### config.mk
export PLATFORM = sky130hd
export DESIGN_NAME = fp_status_unit
export DESIGN_NICKNAME = d
export VERILOG_FILES = /design/src/rtl/fpsu_pkg.sv /design/src/rtl/fpsu_event_merge.sv /design/src/rtl/fpsu_summary.sv /design/src/rtl/fp_status_unit.sv
export SDC_FILE = /design/constraint.sdc
export NUM_CORES = 1
export LEC_CHECK = 0
export BUFFER_PORTS_ARGS = -buffer_cell sky130_fd_sc_hd__buf_4
export CORE_MARGIN = 3
export CORE_UTILIZATION = 41
export DETAILED_ROUTE_END_ITERATION = 10
export GPL_ROUTABILITY_DRIVEN = 0
export PLACE_DENSITY = 0.75
export SLEW_MARGIN = 20
export SYNTH_ARGS = -nofsm -noshare
export SYNTH_HDL_FRONTEND = slang
export SYNTH_SLANG_ARGS = --single-unit
### constraint.sdc
create_clock -name clk_i -period 2.05 [get_ports clk_i]
set_input_delay 0.41 -clock clk_i [delete_from_list [all_inputs] [get_ports clk_i]]
set_output_delay 0.41 -clock clk_i [all_outputs]
set_load 0.02 [all_outputs]
### src/rtl/fpsu_pkg.sv
package fpsu_pkg;
  localparam int REG_W = 32;
  localparam int INV_W = 9;
  localparam int CLS_W = 5;
  localparam int CR_W  = 4;

  // positions counted from the MSB
  localparam int P_FX  = 0;
  localparam int P_FEX = 1;
  localparam int P_VX  = 2;
  localparam int P_OX  = 3;
  localparam int P_UX  = 4;
  localparam int P_ZX  = 5;
  localparam int P_XX  = 6;
  localparam int P_INV = 7;
  localparam int P_FR  = P_INV + INV_W;
  localparam int P_FI  = P_FR + 1;
  localparam int P_CLS = P_FI + 1;
  localparam int P_VE  = 24;
  localparam int P_OE  = 25;
  localparam int P_UE  = 26;
  localparam int P_ZE  = 27;
  localparam int P_XE  = 28;

  // vector indices
  localparam int I_FX   = REG_W - 1 - P_FX;
  localparam int I_FEX  = REG_W - 1 - P_FEX;
  localparam int I_VX   = REG_W - 1 - P_VX;
  localparam int I_OX   = REG_W - 1 - P_OX;
  localparam int I_UX   = REG_W - 1 - P_UX;
  localparam int I_ZX   = REG_W - 1 - P_ZX;
  localparam int I_XX   = REG_W - 1 - P_XX;
  localparam int I_INV0 = REG_W - 1 - P_INV;
  localparam int I_FR   = REG_W - 1 - P_FR;
  localparam int I_FI   = REG_W - 1 - P_FI;
  localparam int I_CLS  = REG_W - 1 - P_CLS;
  localparam int I_VE   = REG_W - 1 - P_VE;
  localparam int I_OE   = REG_W - 1 - P_OE;
  localparam int I_UE   = REG_W - 1 - P_UE;
  localparam int I_ZE   = REG_W - 1 - P_ZE;
  localparam int I_XE   = REG_W - 1 - P_XE;

  typedef struct packed {
    logic             ovf;
    logic             unf;
    logic             zdiv;
    logic             inx;
    logic [INV_W-1:0] inv;
    logic             fr;
    logic             fi;
    logic [CLS_W-1:0] cls;
  } fp_event_t;
endpackage

### src/rtl/fpsu_event_merge.sv
module fpsu_event_merge
  import fpsu_pkg::*;
(
  input  logic [REG_W-1:0] cur_i,
  input  fp_event_t        ev_i,
  output logic [REG_W-1:0] nxt_o
);
  logic any_exc;

  assign any_exc = ev_i.ovf | ev_i.unf | ev_i.zdiv | ev_i.inx | (|ev_i.inv);

  always_comb begin
    nxt_o       = cur_i;
    nxt_o[I_OX] = ev_i.ovf;
    nxt_o[I_UX] = ev_i.unf;
    nxt_o[I_ZX] = ev_i.zdiv;
    if (ev_i.inx) nxt_o[I_XX] = 1'b1;
    for (int k = 0; k < INV_W; k++) begin
      if (ev_i.inv[k]) nxt_o[I_INV0-k] = 1'b1;
    end
    if (any_exc) nxt_o[I_FX] = 1'b1;
    nxt_o[I_FR]            = ev_i.fr;
    nxt_o[I_FI]            = ev_i.fi;
    nxt_o[I_CLS -: CLS_W]  = ev_i.cls;
  end
endmodule

### src/rtl/fpsu_summary.sv
module fpsu_summary
  import fpsu_pkg::*;
(
  input  logic [REG_W-1:0] st_i,
  output logic             vx_o,
  output logic             fex_o
);
  logic [INV_W-1:0] causes;

  for (genvar k = 0; k < INV_W; k++) begin : g_cause
    assign causes[k] = st_i[I_INV0-k];
  end

  assign vx_o  = |causes;
  assign fex_o = (vx_o       & st_i[I_VE]) |
                 (st_i[I_OX] & st_i[I_OE]) |
                 (st_i[I_UX] & st_i[I_UE]) |
                 (st_i[I_ZX] & st_i[I_ZE]) |
                 (st_i[I_XX] & st_i[I_XE]);
endmodule

### src/rtl/fp_status_unit.sv
module fp_status_unit
  import fpsu_pkg::*;
(
  input  logic                 clk_i,
  input  logic                 rst_ni,
  input  logic                 valid_i,
  input  logic                 ovf_i,
  input  logic                 unf_i,
  input  logic                 zdiv_i,
  input  logic                 inx_i,
  input  logic [INV_W-1:0]     inv_i,
  input  logic                 fr_i,
  input  logic                 fi_i,
  input  logic [CLS_W-1:0]     cls_i,
  input  logic                 rc_i,
  input  logic [1:0]           exc_mode_i,
  input  logic                 load_i,
  input  logic [REG_W-1:0]     load_val_i,
  output logic [REG_W-1:0]     fpscr_o,
  output logic [CR_W-1:0]      cr1_o,
  output logic                 cr1_we_o,
  output logic                 irq_o
);
  fp_event_t        ev;
  logic [REG_W-1:0] fpscr_q, merged, upd;
  logic             vx, fex, upd_en;

  assign ev = '{ovf: ovf_i, unf: unf_i, zdiv: zdiv_i, inx: inx_i,
                inv: inv_i, fr: fr_i, fi: fi_i, cls: cls_i};

  fpsu_event_merge u_merge (.cur_i(fpscr_q), .ev_i(ev), .nxt_o(merged));
  fpsu_summary     u_sum   (.st_i(merged), .vx_o(vx), .fex_o(fex));

  always_comb begin
    upd        = merged;
    upd[I_VX]  = vx;
    upd[I_FEX] = fex;
  end

  assign upd_en = valid_i & ~load_i;

  always_ff @(posedge clk_i or negedge rst_ni) begin
    if (!rst_ni)      fpscr_q <= '0;
    else if (load_i)  fpscr_q <= load_val_i;
    else if (valid_i) fpscr_q <= upd;
  end

  assign fpscr_o  = fpscr_q;
  assign cr1_o    = upd[I_FX -: CR_W];
  assign cr1_we_o = upd_en & rc_i;
  assign irq_o    = upd_en & (|exc_mode_i) & fex;

  a_r2_ovf_sets: assert property (@(posedge clk_i) disable iff (!rst_ni)
    upd_en && ovf_i |=> fpscr_q[I_OX] && fpscr_q[I_FX]);
  a_r3_inexact_sticky: assert property (@(posedge clk_i) disable iff (!rst_ni)
    upd_en && fpscr_q[I_XX] |=> fpscr_q[I_XX]);
  a_r4_inv_sticky: assert property (@(posedge clk_i) disable iff (!rst_ni)
    upd_en |=> ((fpscr_q[I_INV0 -: INV_W] & $past(fpscr_q[I_INV0 -: INV_W]))
                == $past(fpscr_q[I_INV0 -: INV_W])));
  a_r5_vx_summary: assert property (@(posedge clk_i) disable iff (!rst_ni)
    upd_en |=> fpscr_q[I_VX] == (|fpscr_q[I_INV0 -: INV_W]));
  a_r8_cr1_we: assert property (@(posedge clk_i) disable iff (!rst_ni)
    cr1_we_o |-> valid_i && rc_i && !load_i);
  a_r9_irq_mode: assert property (@(posedge clk_i) disable iff (!rst_ni)
    irq_o |-> exc_mode_i != 2'b00 && upd_en);
  a_r11_hold: assert property (@(posedge clk_i) disable iff (!rst_ni)
    !valid_i && !load_i |=> $stable(fpscr_q));
endmodule

### Yosys cells after proc, flatten, opt, wreduce, memory -nomap -nowiden

Index checks and enable logic that the tools add are counted.

* muxes and demuxes: 13
* bitwise operators: 18
* reduce and logical (&&, ||, !) cells: 4

Operators by type and width (count)
* 2-to-1 mux 32 bit: 2
* OR reduction 9 bit: 2
* 2-to-1 mux 1 bit: 11
* bitwise AND 1 bit: 9
* bitwise OR 1 bit: 8
* nonzero test 2 bit: 1
* OR reduction 2 bit: 1
* inverter 1 bit: 1

* register bits: 32
* input bits: 59
* output and inout bits: 38
* word-level logic and storage cells: 37

### Longest topological paths before layout

* depth after elaboration: 9
* mapped depth: 6
* gate-level depth less buffers: 5

### Hierarchy

From an unflattened synthesis, not the netlist that was laid out.

* cell total of the unflattened synthesis: 188
* area total of the unflattened synthesis: 1840.5 um^2

Modules (own cells, without submodules)
* fp_status_unit: times used 1, cells an instance 144, area an instance 1545.2 um^2, sequential area each 800.8 um^2
* fpsu_event_merge: times used 1, cells an instance 36, area an instance 249.0 um^2, sequential area each 0.0 um^2
* fpsu_summary: times used 1, cells an instance 8, area an instance 46.3 um^2, sequential area each 0.0 um^2

### Least setup slack after synthesis

No wires, ideal clock.

* kind: register to output
* start: reg fpscr_q[18], in the netlist fpscr_o[18]
* end: out cr1_o[2]
* arrival time: 1362 ps
* path slack: 278 ps
* stages on the path, launching flop included: 7
* cells stage by stage: dfrtp_1 > nor4_1 > nand3_1 > nor2_1 > inv_1 > a21o_1 > buf_4

* longest elaborated chain between the ends: 7

RTL lines
* start, declared: RTL line fp_status_unit.sv:25 `logic [REG_W-1:0] fpscr_q, merged, upd;`
* start signal, assigned: RTL line fp_status_unit.sv:44 `else if (load_i) fpscr_q <= load_val_i;`
* start signal, assigned: RTL line fp_status_unit.sv:45 `else if (valid_i) fpscr_q <= upd;`
* 2-to-1 mux 1 bit: RTL line fpsu_event_merge.sv:19 `if (ev_i.inv[k]) nxt_o[I_INV0-k] = 1'b1;`
* OR reduction 9 bit: RTL line fpsu_summary.sv:14 `assign vx_o = |causes;`
* net u_sum.vx_o: RTL line fpsu_summary.sv:5 `output logic vx_o,`
* bitwise AND 1 bit: RTL line fpsu_summary.sv:15 `assign fex_o = (vx_o & st_i[I_VE]) |`
* bitwise OR 1 bit: RTL line fpsu_summary.sv:15
* bitwise OR 1 bit: RTL line fpsu_summary.sv:16 `(st_i[I_OX] & st_i[I_OE]) |`
* bitwise OR 1 bit: RTL line fpsu_summary.sv:17 `(st_i[I_UX] & st_i[I_UE]) |`
* bitwise OR 1 bit: RTL line fpsu_summary.sv:18 `(st_i[I_ZX] & st_i[I_ZE]) |`
* end, declared: RTL line fp_status_unit.sv:20 `output logic [CR_W-1:0] cr1_o,`

The timed path passes the listed nets, and every way through them passes these cells.

### Worst setup path in the final report

* start: reg fpscr_q[18], in the netlist fpscr_o[18]
* end: out cr1_o[2]

* longest elaborated chain between the ends: 7

RTL lines (RTL line)
* 2-to-1 mux 1 bit: fpsu_event_merge.sv:19
* OR reduction 9 bit: fpsu_summary.sv:14
* bitwise AND 1 bit: fpsu_summary.sv:15
* bitwise OR 1 bit: fpsu_summary.sv:15
* bitwise OR 1 bit: fpsu_summary.sv:16
* bitwise OR 1 bit: fpsu_summary.sv:17
* bitwise OR 1 bit: fpsu_summary.sv:18

Every way passes these cells.

==> flow_metrics.env <==
export IMPL_status="finished, violations left"
export IMPL_violations="negative hold slack, negative setup slack"
export IMPL_synth_most_common_cell="dfrtp_1"
export IMPL_numCtsBuffers=5
export IMPL_cts_buffer_depth=2
export IMPL_syn_area_per_cell_sq_um=10.3
export IMPL_syn_area_sq_mm=0.00147
export IMPL_fin_skew_ns=0.00318
export IMPL_die_area_sq_mm=0.00434
export IMPL_drive_gt1_share_pct=53.0
export IMPL_max_freq_mhz=471
export IMPL_rsz0062_at_grt="yes"
export IMPL_endpoint_kind="primary output"
export IMPL_tightest_slew_ns=0.409
export IMPL_seq_area_sq_um=801
export IMPL_cts_htree_levels=2
export IMPL_arrival_ns=1.71
export IMPL_cp_max_fo=2
export IMPL_grt_max_degree=39
export IMPL_port_buffers=96
export IMPL_synth_nets=202
export IMPL_synthArstFlopShare_pct=100
export IMPL_grt_overflow=0
export IMPL_powerDensity_mw_per_mm2=685
export IMPL_slew_limit_headroom_pct=72.7
export IMPL_rows=21
export IMPL_whs_ns=-0.00341
export IMPL_path_class="reg -> out"
export IMPL_synth_edf_count=0
export IMPL_num_nets_final=307
export IMPL_ioPinCount=97
export IMPL_ant_nets=0
export IMPL_place_area_sq_mm=0.00221
export IMPL_clkSinkCount=32
export IMPL_cp_required_ns=1.64
export IMPL_vias_per_cell=4.98
export IMPL_grt_pass1_vias=1451
export IMPL_maxCapViolations=0
export IMPL_clkLatencyLatePin_ns=0.33
export IMPL_drv_slew=0
export IMPL_ir_drop_mv=0.369
export IMPL_leakage_nw=1.19
export IMPL_yosysSeqAreaShare_pct=54.5
export IMPL_cts_root_buf="clkbuf_4"
export IMPL_hold_viol=4
export IMPL_synth_ff_type="dfrtp_1"
export IMPL_wl_per_cell_um=14.9
export IMPL_drc=0
export IMPL_synth_area_leaders="dfrtp_1, o21ai_0, mux2i_1"
export IMPL_grt_total_usage_pct=20.4
export IMPL_min_period_over_period_pct=104
export IMPL_synth_largest_area_cell="dfrtp_1"
export IMPL_drtPass1Iterations=4
export IMPL_fp_coreArea_sq_mm=0.00339
export IMPL_setup_violations=3
export IMPL_synth_top_area_share_pct=54.5
export IMPL_synth_warnings=0
export IMPL_startpoint_type="flop"
export IMPL_dp_slack_ns=0.00783
export IMPL_fin_area_sq_mm=0.00240
export IMPL_routed_wl_um=4380
export IMPL_multi_input_area_sq_um=634
export IMPL_vias=1468
export IMPL_synthTopCellsByCount="dfrtp_1, o21ai_0, nand2_1, a21oi_1, mux2i_1"
export IMPL_dpl_hpwl_um=3040
export IMPL_final_fill_count=271
export IMPL_ys_ff_latch=32
export IMPL_min_path_type="in -> async"
export IMPL_yosysUniqueCellTypes=26
export IMPL_die_w_um=65.9
export IMPL_cts_tree="yes"
export IMPL_die_h_um=65.9
export IMPL_n_antenna_cell=0
export IMPL_netlist_instances=143
export IMPL_worst_slack_ns=-0.0730
export IMPL_holdBufCountCts=0
export IMPL_largest_reg_flops=32
export IMPL_first_iter_violations=83
export IMPL_period_minus_slack_ns=2.12
export IMPL_grt_first_pass_wirelength_um=6750
export IMPL_antenna_found_initial=0
export IMPL_initial_core_util_pct=43.4
export IMPL_clkTransAtPathRegs_ns=0.10
export IMPL_syn_to_final_growth_pct=63.4
[stage by stage]
| step | TNS [ns] | power (W) | cells | hold WS (ns) | util, % |
|---|---|---|---|---|---|
| 3_3_place_gp | -0.0569 | 0.00116 | 277 | 0.371 | 65.2 |
| 5_1_grt | -0.543 | 0.00173 | 295 | 0.0151 | 70.9 |
| 3_5_place_dp | 0 | 0.00116 | 277 | 0.369 | 65.2 |
| 2_1_floorplan | 0 | 0.000933 | 143 | 0.114 | - |
| 4_1_cts | -0.105 | 0.00165 | 298 | 0.00404 | 70.9 |
| 6_report | -0.159 | 0.00165 | 295 | -0.00341 | 70.9 |
[per-layer routing]
layer  routed length, um  GRT usage (%)  vias up
met2                2320           35.7       55
met5                   0              0        -
li1                    -              -      713
met4                  46           6.99        0
met1                1740           24.6      696
met3                 278           4.25        4
[final cells by class]
type	instances	area share, %
Tap cell	46	2.40
Timing Repair Buffer	109	34.4
Inverter	2	0.313
Clock buffer	6	1.72
Clock inverter	2	1.46
Multi-Input combinational cell	98	26.4
Sequential cell	32	33.3
[logic make-up (layout without fill, tap and decap cells)]
family          count (synthesis)  after routing  synth area share, %
buf+inv                        13            119                 4.68
flops                          32             32                 54.5
compound gates                 41             41                 15.8
simple gates                   39             39                 12.1
mux                            18             18                 12.9
[what timing repair did]
item,CTS,global route
pin swaps,6,4
endpoints found under the setup margin,2,6
setup buffers,13,0
gates resized for setup,4,6
[critical path, cell delays in order (launching register included)]
cell	delay [ns]
dfrtp_1	0.41
nor4_2	0.28
nand3_1	0.20
nor2_2	0.14
inv_1	0.06
a21o_1	0.16
buf_6	0.13
[final timing paths]
| path | start | to | slack, ns | cells past startpoint |
|---|---|---|---|---|
| setup / recovery | fpscr_o[18]$_DFFE_PN0P_ | cr1_o[2] | -0.07 | 6 |
| hold / removal | rst_ni | fpscr_o[5]$_DFFE_PN0P_ | -0.003 | 1 |
| setup reg to reg | fpscr_o[18]$_DFFE_PN0P_ | fpscr_o[30]$_DFFE_PN0P_ | 0.23 | 10 |
| hold reg to reg | fpscr_o[2]$_DFFE_PN0P_ | fpscr_o[2]$_DFFE_PN0P_ | 0.52 | 1 |
| max in group asynchronous | rst_ni | fpscr_o[17]$_DFFE_PN0P_ | 1.75 | 1 |
| min in group clk_i | load_val_i[18] | fpscr_o[18]$_DFFE_PN0P_ | 0.28 | 3 |
[where the power goes]
part	switching, W	internal [W]
logic	0.000214	0.000221
registers	0.0000439	0.000692
clock network	0.000219	0.000256
total	0.000477	0.00117
[cells in the final DEF, fill, tap and decap left out, types with 2 or more instances in the layout]
| cell type | count |
|---|---|
| a21o_1 | 2 |
| a21oi_1 | 10 |
| a222oi_1 | 2 |
| buf_4 | 107 |
| buf_6 | 2 |
| clkbuf_4 | 5 |
| dfrtp_1 | 32 |
| inv_1 | 2 |
| mux2_2 | 8 |
| mux2i_1 | 10 |
| nand2_1 | 22 |
| nor2_1 | 4 |
| nor3_2 | 2 |
| nor4_2 | 2 |
| o21ai_0 | 22 |
Power figures use the tool's default switching activity.
